[src/rtl/can_accept_filter_pkg.sv]
package can_accept_filter_pkg;
  localparam int unsigned BYTE_W    = 8;
  localparam int unsigned NUM_BYTES = 4;
  localparam int unsigned WORD_W    = BYTE_W * NUM_BYTES;
  localparam int unsigned STD_ID_W  = 11;
  localparam int unsigned EXT_ID_W  = 29;
  localparam int unsigned DLC_W     = 4;

  typedef struct packed {
    logic                ext;
    logic [EXT_ID_W-1:0] id;
    logic                rtr;
    logic [DLC_W-1:0]    dlc;
    logic [BYTE_W-1:0]   d0;
    logic [BYTE_W-1:0]   d1;
  } rx_frame_t;
endpackage

[src/rtl/caf_regs.sv]
module caf_regs
  import can_accept_filter_pkg::*;
#(
  parameter int unsigned ADDR_W = $clog2(2 * NUM_BYTES)
) (
  input  logic              clk,
  input  logic              rst_n,
  input  logic              wr_en,
  input  logic [ADDR_W-1:0] addr,
  input  logic [BYTE_W-1:0] wdata,
  output logic [WORD_W-1:0] code_w,
  output logic [WORD_W-1:0] mask_w
);
  localparam int unsigned IDX_W = ADDR_W - 1;

  logic              sel_mask;
  logic [IDX_W-1:0]  idx;

  assign sel_mask = addr[ADDR_W-1];
  assign idx      = addr[IDX_W-1:0];

  for (genvar i = 0; i < NUM_BYTES; i++) begin : g_byte
    localparam int unsigned HI = WORD_W - 1 - i * BYTE_W;
    logic              code_en, mask_en;
    logic [BYTE_W-1:0] code_q, mask_q, code_d, mask_d;

    always_comb begin
      code_en = wr_en && !sel_mask && (idx == IDX_W'(i));
      mask_en = wr_en &&  sel_mask && (idx == IDX_W'(i));
      code_d  = code_en ? wdata : code_q;
      mask_d  = mask_en ? wdata : mask_q;
    end

    always_ff @(posedge clk or negedge rst_n) begin
      if (!rst_n) begin
        code_q <= '0;
        mask_q <= '1;
      end else begin
        code_q <= code_d;
        mask_q <= mask_d;
      end
    end

    assign code_w[HI -: BYTE_W] = code_q;
    assign mask_w[HI -: BYTE_W] = mask_q;
  end
endmodule

[src/rtl/caf_pack.sv]
module caf_pack
  import can_accept_filter_pkg::*;
(
  input  rx_frame_t         frm,
  output logic [WORD_W-1:0] word,
  output logic [WORD_W-1:0] care
);
  localparam int unsigned STD_ID_LSB = WORD_W - STD_ID_W;
  localparam int unsigned STD_RTR    = STD_ID_LSB - 1;
  localparam int unsigned EXT_ID_LSB = WORD_W - EXT_ID_W;
  localparam int unsigned EXT_RTR    = EXT_ID_LSB - 1;

  logic d0_present, d1_present;

  always_comb begin
    d0_present = !frm.rtr && (frm.dlc >= DLC_W'(1));
    d1_present = !frm.rtr && (frm.dlc >= DLC_W'(2));
    word = '0;
    care = '0;
    if (frm.ext) begin
      word[WORD_W-1:EXT_ID_LSB] = frm.id;
      word[EXT_RTR]             = frm.rtr;
      care[WORD_W-1:EXT_RTR]    = '1;
    end else begin
      word[WORD_W-1:STD_ID_LSB]   = frm.id[STD_ID_W-1:0];
      word[STD_RTR]               = frm.rtr;
      word[2*BYTE_W-1:BYTE_W]     = frm.d0;
      word[BYTE_W-1:0]            = frm.d1;
      care[WORD_W-1:STD_RTR]      = '1;
      care[2*BYTE_W-1:BYTE_W]     = {BYTE_W{d0_present}};
      care[BYTE_W-1:0]            = {BYTE_W{d1_present}};
    end
  end
endmodule

[src/rtl/caf_compare.sv]
module caf_compare
  import can_accept_filter_pkg::*;
(
  input  logic              clk,
  input  logic              rst_n,
  input  logic              strobe,
  input  logic [WORD_W-1:0] word,
  input  logic [WORD_W-1:0] care,
  input  logic [WORD_W-1:0] code_w,
  input  logic [WORD_W-1:0] mask_w,
  output logic              acc_valid,
  output logic              acc_hit
);
  logic miss;
  logic valid_d, hit_d;
  logic valid_q, hit_q;

  always_comb begin
    miss    = |((word ^ code_w) & care & ~mask_w);
    valid_d = strobe;
    hit_d   = strobe && !miss;
  end

  always_ff @(posedge clk or negedge rst_n) begin
    if (!rst_n) begin
      valid_q <= 1'b0;
      hit_q   <= 1'b0;
    end else begin
      valid_q <= valid_d;
      hit_q   <= hit_d;
    end
  end

  assign acc_valid = valid_q;
  assign acc_hit   = hit_q;
endmodule

[src/rtl/can_accept_filter.sv]
module can_accept_filter
  import can_accept_filter_pkg::*;
(
  input  logic        clk,
  input  logic        rst_n,
  input  logic        reg_wr_en,
  input  logic [2:0]  reg_addr,
  input  logic [7:0]  reg_wdata,
  input  logic        frm_valid,
  input  logic        frm_ext,
  input  logic [28:0] frm_id,
  input  logic        frm_rtr,
  input  logic [3:0]  frm_dlc,
  input  logic [7:0]  frm_data0,
  input  logic [7:0]  frm_data1,
  output logic        acc_valid,
  output logic        acc_hit
);
  logic [1:0]        rst_pipe;
  logic              rst_sync_n;
  logic [WORD_W-1:0] code_w, mask_w, word, care;
  rx_frame_t         frm;

  always_ff @(posedge clk or negedge rst_n) begin
    if (!rst_n) rst_pipe <= 2'b00;
    else        rst_pipe <= {rst_pipe[0], 1'b1};
  end
  assign rst_sync_n = rst_pipe[1];

  assign frm = '{ext: frm_ext, id: frm_id, rtr: frm_rtr, dlc: frm_dlc,
                 d0: frm_data0, d1: frm_data1};

  caf_regs #(.ADDR_W(3)) u_regs (
    .clk(clk), .rst_n(rst_sync_n), .wr_en(reg_wr_en), .addr(reg_addr),
    .wdata(reg_wdata), .code_w(code_w), .mask_w(mask_w)
  );

  caf_pack u_pack (.frm(frm), .word(word), .care(care));

  caf_compare u_cmp (
    .clk(clk), .rst_n(rst_sync_n), .strobe(frm_valid), .word(word),
    .care(care), .code_w(code_w), .mask_w(mask_w),
    .acc_valid(acc_valid), .acc_hit(acc_hit)
  );
endmodule

[config.mk]
export PLATFORM = sky130hd
export DESIGN_NAME = can_accept_filter
export DESIGN_NICKNAME = d
export VERILOG_FILES = /design/src/rtl/can_accept_filter_pkg.sv /design/src/rtl/caf_regs.sv /design/src/rtl/caf_pack.sv /design/src/rtl/caf_compare.sv /design/src/rtl/can_accept_filter.sv
export SDC_FILE = /design/constraint.sdc
export NUM_CORES = 1
export LEC_CHECK = 0
export CORE_UTILIZATION = 51
export DETAILED_ROUTE_END_ITERATION = 12
export GPL_ROUTABILITY_DRIVEN = 0
export HOLD_SLACK_MARGIN = 0.03
export MAX_ROUTING_LAYER = met4
export PLACE_DENSITY = 0.79
export SKIP_LAST_GASP = 1
export SLEW_MARGIN = 10
export SYNTH_ARGS = -nofsm -noshare
export SYNTH_HDL_FRONTEND = slang
export SYNTH_SLANG_ARGS = --single-unit
[constraint.sdc]
create_clock -name clk -period 2.4 [get_ports clk]
set_input_delay 0.72 -clock clk [delete_from_list [all_inputs] [get_ports clk]]
set_output_delay 0.72 -clock clk [all_outputs]
set_load 0.01 [all_outputs]
==> results of run 1 <==
-- sequential cells by signal, indices dropped and copies added (netlist names) --
signal	cells
rst_pipe	2
u_cmp.acc_valid	1
u_regs.g_byte.mask_q	32
u_cmp.acc_hit	1
u_regs.g_byte.code_q	32
-- through the flow --
step,hold slack [ps],cell area (um^2),util
floorplan,331,3360,-
global placement,227,4220,0.664
detailed placement,230,4220,0.664
CTS,239,4430,0.698
global route,279,4430,0.698
finish,228,4430,0.698
-- cell usage in the layout, fill, tap and decap left out, types with 2 or more instances in the layout --
| cell | netlist | routed |
|---|---|---|
| buf_12 | 0 | 2 |
| buf_4 | 1 | 13 |
| bufinv_16 | 0 | 2 |
| clkbuf_8 | 0 | 9 |
| clkdlybuf4s50_1 | 0 | 66 |
| clkinvlp_4 | 0 | 2 |
| dfrtp_1 | 36 | 35 |
| dfstp_2 | 32 | 32 |
| mux2_2 | 64 | 64 |
| mux2i_1 | 29 | 29 |
| nand4b_1 | 3 | 3 |
| nor2_1 | 5 | 5 |
| nor2b_1 | 3 | 3 |
| nor3_2 | 2 | 2 |
| o22ai_1 | 12 | 12 |
| xnor2_1 | 6 | 6 |
| xor2_1 | 23 | 23 |
-- worst paths after layout --
kind	end	slack [ps]	depth (start not counted)
max reg2reg	u_cmp.acc_hit	890	5
max	u_regs.g_byte[2].code_q[6]	390	4
max in group asynchronous	u_regs.g_byte[3].mask_q[5]	1440	1
min reg2reg	u_regs.g_byte[3].code_q[2]	230	0
min	u_regs.g_byte[3].code_q[2]	230	0
min in group clk	rst_pipe[1]	350	0
-- final cells by class --
cell class / instances / area, um^2 / area share
Inverter: 1 / 3.75 / 0.000847
Sequential cell: 68 / 1740 / 0.393
Clock buffer: 10 / 128 / 0.0288
Tap cell: 77 / 96.3 / 0.0217
Clock inverter: 6 / 88.8 / 0.0200
Multi-Input combinational cell: 165 / 1570 / 0.354
Timing Repair Buffer: 82 / 803 / 0.181
-- metal layers --
layer	GRT usage	vias to the layer above	part of all wire
met2	0.392	36	0.52
met5	-	-	0
met4	0.0564	0	0.010
met1	0.283	1102	0.43
met3	0.0616	8	0.032
li1	-	1056	-
-- power by group --
group	internal, mW	leakage (nW)	switching, mW
Clock	0.584	0.102	0.421
Sequential	1.47	0.768	0.151
Combinational	0.442	0.984	0.268
-- kinds of logic (layout without fill, tap and decap cells) --
| kind of cell | count (synthesis) | count (layout) | synth area share |
|---|---|---|---|
| xor gates and xnor gates | 29 | 29 | 0.0756 |
| AOI/OAI and AO/OA | 20 | 20 | 0.0399 |
| buffers and inverters | 8 | 99 | 0.0145 |
| DFF | 68 | 68 | 0.518 |
| muxes | 93 | 93 | 0.301 |
| other | 1 | 1 | 0.00112 |
| and+or+nand+nor | 22 | 22 | 0.0495 |
==> impl_metrics.env, run 1 <==
export IMPL_ir_worst_vdd_mv=0.450
export IMPL_path_cells="clkdlybuf4s50_1, nand2b_1, nor3b_4, mux2_2"
export IMPL_initial_utilization=0.529
export IMPL_synth_top_area_share=0.268
export IMPL_fin_cells=409
export IMPL_synth_area_leader_cell="dfrtp_1"
export IMPL_dr_first_iter_drc_count=44
export IMPL_grt_pass1_vias=2362
export IMPL_fin_setup_tns_ps=0
export IMPL_ys_seq_area_frac=0.518
export IMPL_avgSynthCellArea_um2=13.9
export IMPL_required_ps=2620
export IMPL_drc=0
export IMPL_syn_inst=241
export IMPL_nets=393
export IMPL_drive_gt1_frac=0.401
export IMPL_final_max_slew_viol_count=0
export IMPL_hold_buffers=0
export IMPL_place_worst_setup_slack_ps=22.6
export IMPL_outcome="finished, final reports clean"
export IMPL_p_per_area_mw_per_mm2=754
export IMPL_hold_viol=0
export IMPL_vias_per_cell=5.38
export IMPL_netlist_top_cells_count="mux2_2, dfrtp_1, dfstp_2"
export IMPL_start_kind="input pin"
export IMPL_p_leak_nw=1.85
export IMPL_cts_resized=0
export IMPL_finalSetupViolCount=0
export IMPL_fmax_mhz=496
export IMPL_syn_to_final_growth_pct=31.9
export IMPL_ys_ff_latch=68
export IMPL_maxCapViolCount=0
export IMPL_synth_edf_count=0
export IMPL_r2r_start="u_regs.g_byte[3].code_q[1]"
export IMPL_die_area_mm2=0.00692
export IMPL_wl_per_cell_um=17.3
export IMPL_ant_nets=0
export IMPL_ys_flop_type="dfrtp_1"
export IMPL_die_y_um=83.2
export IMPL_period_share=0.839
export IMPL_clockBufferDepth=2
export IMPL_cp_top_family="simple AND/OR/NAND/NOR gates"
export IMPL_design_core_area_mm2=0.00635
export IMPL_diodes=0
export IMPL_async_flop_share=1.00
export IMPL_dp_hpwl_mm=5.34
export IMPL_rsz0062_at_grt="no"
export IMPL_synthesis_nets=307
export IMPL_cp_num_buf_inv=1
export IMPL_pin_count=68
export IMPL_startpoint="reg_addr[2]"
export IMPL_wirelength_mm=7.09
export IMPL_cp_slowest_cell="nor3b_4"
export IMPL_period_needed_ps=2010
export IMPL_die_w_um=83.2
export IMPL_grt_max_degree=26
export IMPL_skew_ps=8.16
export IMPL_synthTopCellsByArea="dfrtp_1, dfstp_2, mux2_2"
export IMPL_num_fill_cells=477
export IMPL_postCtsSetupBuffers=0
export IMPL_io_buffer_count=67
export IMPL_crit_path_max_incr_delay_ps=450
export IMPL_min_path_type="flip-flop to async pin"
export IMPL_grt_pass1_wl_mm=11.9
export IMPL_overflow=0
export IMPL_crit_type="input pin to flip-flop"
export IMPL_timing_final_ws_setup_ps=386
export IMPL_arrival_ps=2240
export IMPL_root_buffer="clkbuf_8"
export IMPL_synth_most_common_cell="mux2_2"
export IMPL_antenna_found_initial=0
export IMPL_ys_types=33
export IMPL_clkLatencyLatePin_ps=340
export IMPL_total_power_mw=3.34
export IMPL_cts_tree="done"
export IMPL_crit_fanout=8
export IMPL_cts_htree_levels=3
export IMPL_clk_pin_slew_worst_paths_ps=70
export IMPL_yosys_warnings=0
export IMPL_rows=29
export IMPL_cp_end_kind="flip-flop"
export IMPL_synth_area_mm2=0.00336
export IMPL_first_pass_iters=4
export IMPL_dp_cells=393
export IMPL_cts_sink_count=68
export IMPL_cts_made_buffers=9
export IMPL_grt_total_usage=0.234
export IMPL_vias=2202
Power figures use the tool's default switching activity.
==> run 2: changes to the inputs <==
--- a/config.mk
+++ b/config.mk
@@ -5,12 +5,12 @@
 export SDC_FILE = /design/constraint.sdc
 export NUM_CORES = 1
 export LEC_CHECK = 0
-export CORE_UTILIZATION = 51
+export CORE_UTILIZATION = 46
 export DETAILED_ROUTE_END_ITERATION = 12
 export GPL_ROUTABILITY_DRIVEN = 0
 export HOLD_SLACK_MARGIN = 0.03
 export MAX_ROUTING_LAYER = met4
-export PLACE_DENSITY = 0.79
+export PLACE_DENSITY = 0.76
 export SKIP_LAST_GASP = 1
 export SLEW_MARGIN = 10
 export SYNTH_ARGS = -nofsm -noshare
==> constraint.sdc (replaced) <==
create_clock -name clk -period 1.85 [get_ports clk]
set_input_delay 0.555 -clock clk [delete_from_list [all_inputs] [get_ports clk]]
set_output_delay 0.555 -clock clk [all_outputs]
set_load 0.01 [all_outputs]
==> run 2 against run 1 <==
Global-route usage down 2.7 points. Final area grew 2.4%. Routed wire length decreased by 2.5%. Via count increased by 0.27%. Largest power group unchanged.
==> impl_metrics.env, run 2 (synthesis gave the netlist of run 1 again) <==
export IMPL_postCtsSetupBuffers=0
export IMPL_fmax_mhz=558
export IMPL_drc=0
export IMPL_ir_worst_vdd_mv=0.612
export IMPL_syn_to_final_growth_pct=35.1
export IMPL_root_buffer="clkbuf_8"
export IMPL_start_kind="input pin"
export IMPL_wl_per_cell_um=16.0
export IMPL_min_path_type="flip-flop to async pin"
export IMPL_cts_tree="done"
export IMPL_clockBufferDepth=2
export IMPL_rows=30
export IMPL_design_core_area_mm2=0.00691
export IMPL_crit_fanout=1
export IMPL_layout_common_cells="clkdlybuf4s50_1, mux2_2, dfrtp_1"
export IMPL_antenna_found_initial=0
export IMPL_clkLatencyLatePin_ps=330
export IMPL_hold_viol=0
export IMPL_reg2reg_slack_ps=360
export IMPL_drive_gt1_frac=0.408
export IMPL_die_w_um=87.5
export IMPL_required_ps=2120
export IMPL_rsz0062_at_grt="no"
export IMPL_outcome="finished, final reports clean"
export IMPL_maxCapViolCount=0
export IMPL_grt_max_degree=67
export IMPL_diodes=0
export IMPL_clk_pin_slew_worst_paths_ps=60
export IMPL_initial_utilization=0.486
export IMPL_p_leak_nw=1.91
export IMPL_cts_htree_levels=3
export IMPL_first_pass_iters=4
export IMPL_period_needed_ps=1790
export IMPL_die_y_um=87.5
export IMPL_grt_total_usage=0.207
export IMPL_cts_sink_count=68
export IMPL_layout_commonest_cell="clkdlybuf4s50_1"
export IMPL_period_share=0.969
export IMPL_total_power_mw=4.14
export IMPL_io_buffer_count=67
export IMPL_p_per_area_mw_per_mm2=913
export IMPL_nets=397
export IMPL_dp_hpwl_mm=5.22
export IMPL_wirelength_mm=6.91
export IMPL_vias_per_cell=5.11
export IMPL_pin_count=68
export IMPL_grt_pass1_wl_mm=11.2
export IMPL_arrival_ps=2070
export IMPL_vias=2208
export IMPL_die_area_mm2=0.00765
export IMPL_hold_ws_ps=279
export IMPL_dr_first_iter_drc_count=63
export IMPL_finalSetupViolCount=0
export IMPL_cp_end_kind="flip-flop"
export IMPL_top_regs="u_regs.g_byte.code_q (32), u_regs.g_byte.mask_q (32), rst_pipe (2)"
export IMPL_final_max_slew_viol_count=0
export IMPL_overflow=0
export IMPL_cts_made_buffers=9
export IMPL_crit_type="input pin to flip-flop"
export IMPL_grt_pass1_vias=2273
export IMPL_ant_nets=0
export IMPL_skew_ps=2.78
==> run 2: stage by stage <==
stage	utilization	area (um^2)	worst slack, ps	cells	TNS, ps
after floorplan	-	3360	11.7	241	0
after global placement	0.629	4340	-318	416	-10860
after detailed placement	0.629	4340	-334	416	-12200
after CTS	0.655	4530	24.9	432	0
after global routing	0.657	4540	14.3	432	0
final	0.657	4540	56.8	432	0
==> run 2: worst max-delay path: stages <==
cell             delay (ps)
clkdlybuf4s50_1         410
mux2i_2                 190
mux2i_1                 280
o2111ai_1               160
o31ai_1                 260
and4_1                  210
==> run 2: final cells by class <==
cell class              count  area (um^2)
fillers                   532         2370
inverters                   1         3.75
multi-input cells         165         1580
clock buffers              15          176
clock inverters             1         5.00
flip-flops and latches     68         1740
repair buffers             86          911
well taps                  96          120
==> run 2: metal layers <==
layer / share of wire / GRT usage / up-vias
met5: 0 / - / -
met2: 0.51 / 0.349 / 44
met1: 0.44 / 0.245 / 1097
met4: 0.0091 / 0.0537 / 0
met3: 0.038 / 0.0569 / 8
li1: - / - / 1059
==> run 2: where the power goes <==
part,leakage (nW),internal [mW],switching [mW]
combinational,1.05,0.592,0.365
sequential,0.768,1.91,0.183
clock,0.0937,0.596,0.494
total,1.91,3.10,1.04
==> run 2: path summary, 6_finish.rpt <==
check,start,endpoint,cells past startpoint
worst max-delay path,frm_data0[0],u_cmp.acc_hit,6
worst min-delay path,rst_pipe[1],u_regs.g_byte[3].code_q[1],1
max in group asynchronous,rst_pipe[1],u_regs.g_byte[0].mask_q[1],1
worst max register to register,u_regs.g_byte[2].mask_q[0],u_cmp.acc_hit,5
worst min register to register,rst_pipe[1],u_regs.g_byte[3].code_q[1],1
min in group clk,rst_pipe[0],rst_pipe[1],0
==> run 2: what timing repair did <==
| action | CTS | global route |
|---|---|---|
| gates resized for setup | 0 | 3 |
| setup endpoints to repair | 0 | 1 |
| hold buffers | 0 | 0 |
==> run 3: changes to the inputs <==
--- a/config.mk
+++ b/config.mk
@@ -7,7 +7,7 @@
 export LEC_CHECK = 0
 export CORE_UTILIZATION = 46
 export DETAILED_ROUTE_END_ITERATION = 12
-export GPL_ROUTABILITY_DRIVEN = 0
+export GPL_ROUTABILITY_DRIVEN = 1
 export HOLD_SLACK_MARGIN = 0.03
 export MAX_ROUTING_LAYER = met4
 export PLACE_DENSITY = 0.76
==> results of run 3 <==
Final layout, timing and power as in run 2 (identical DEF).
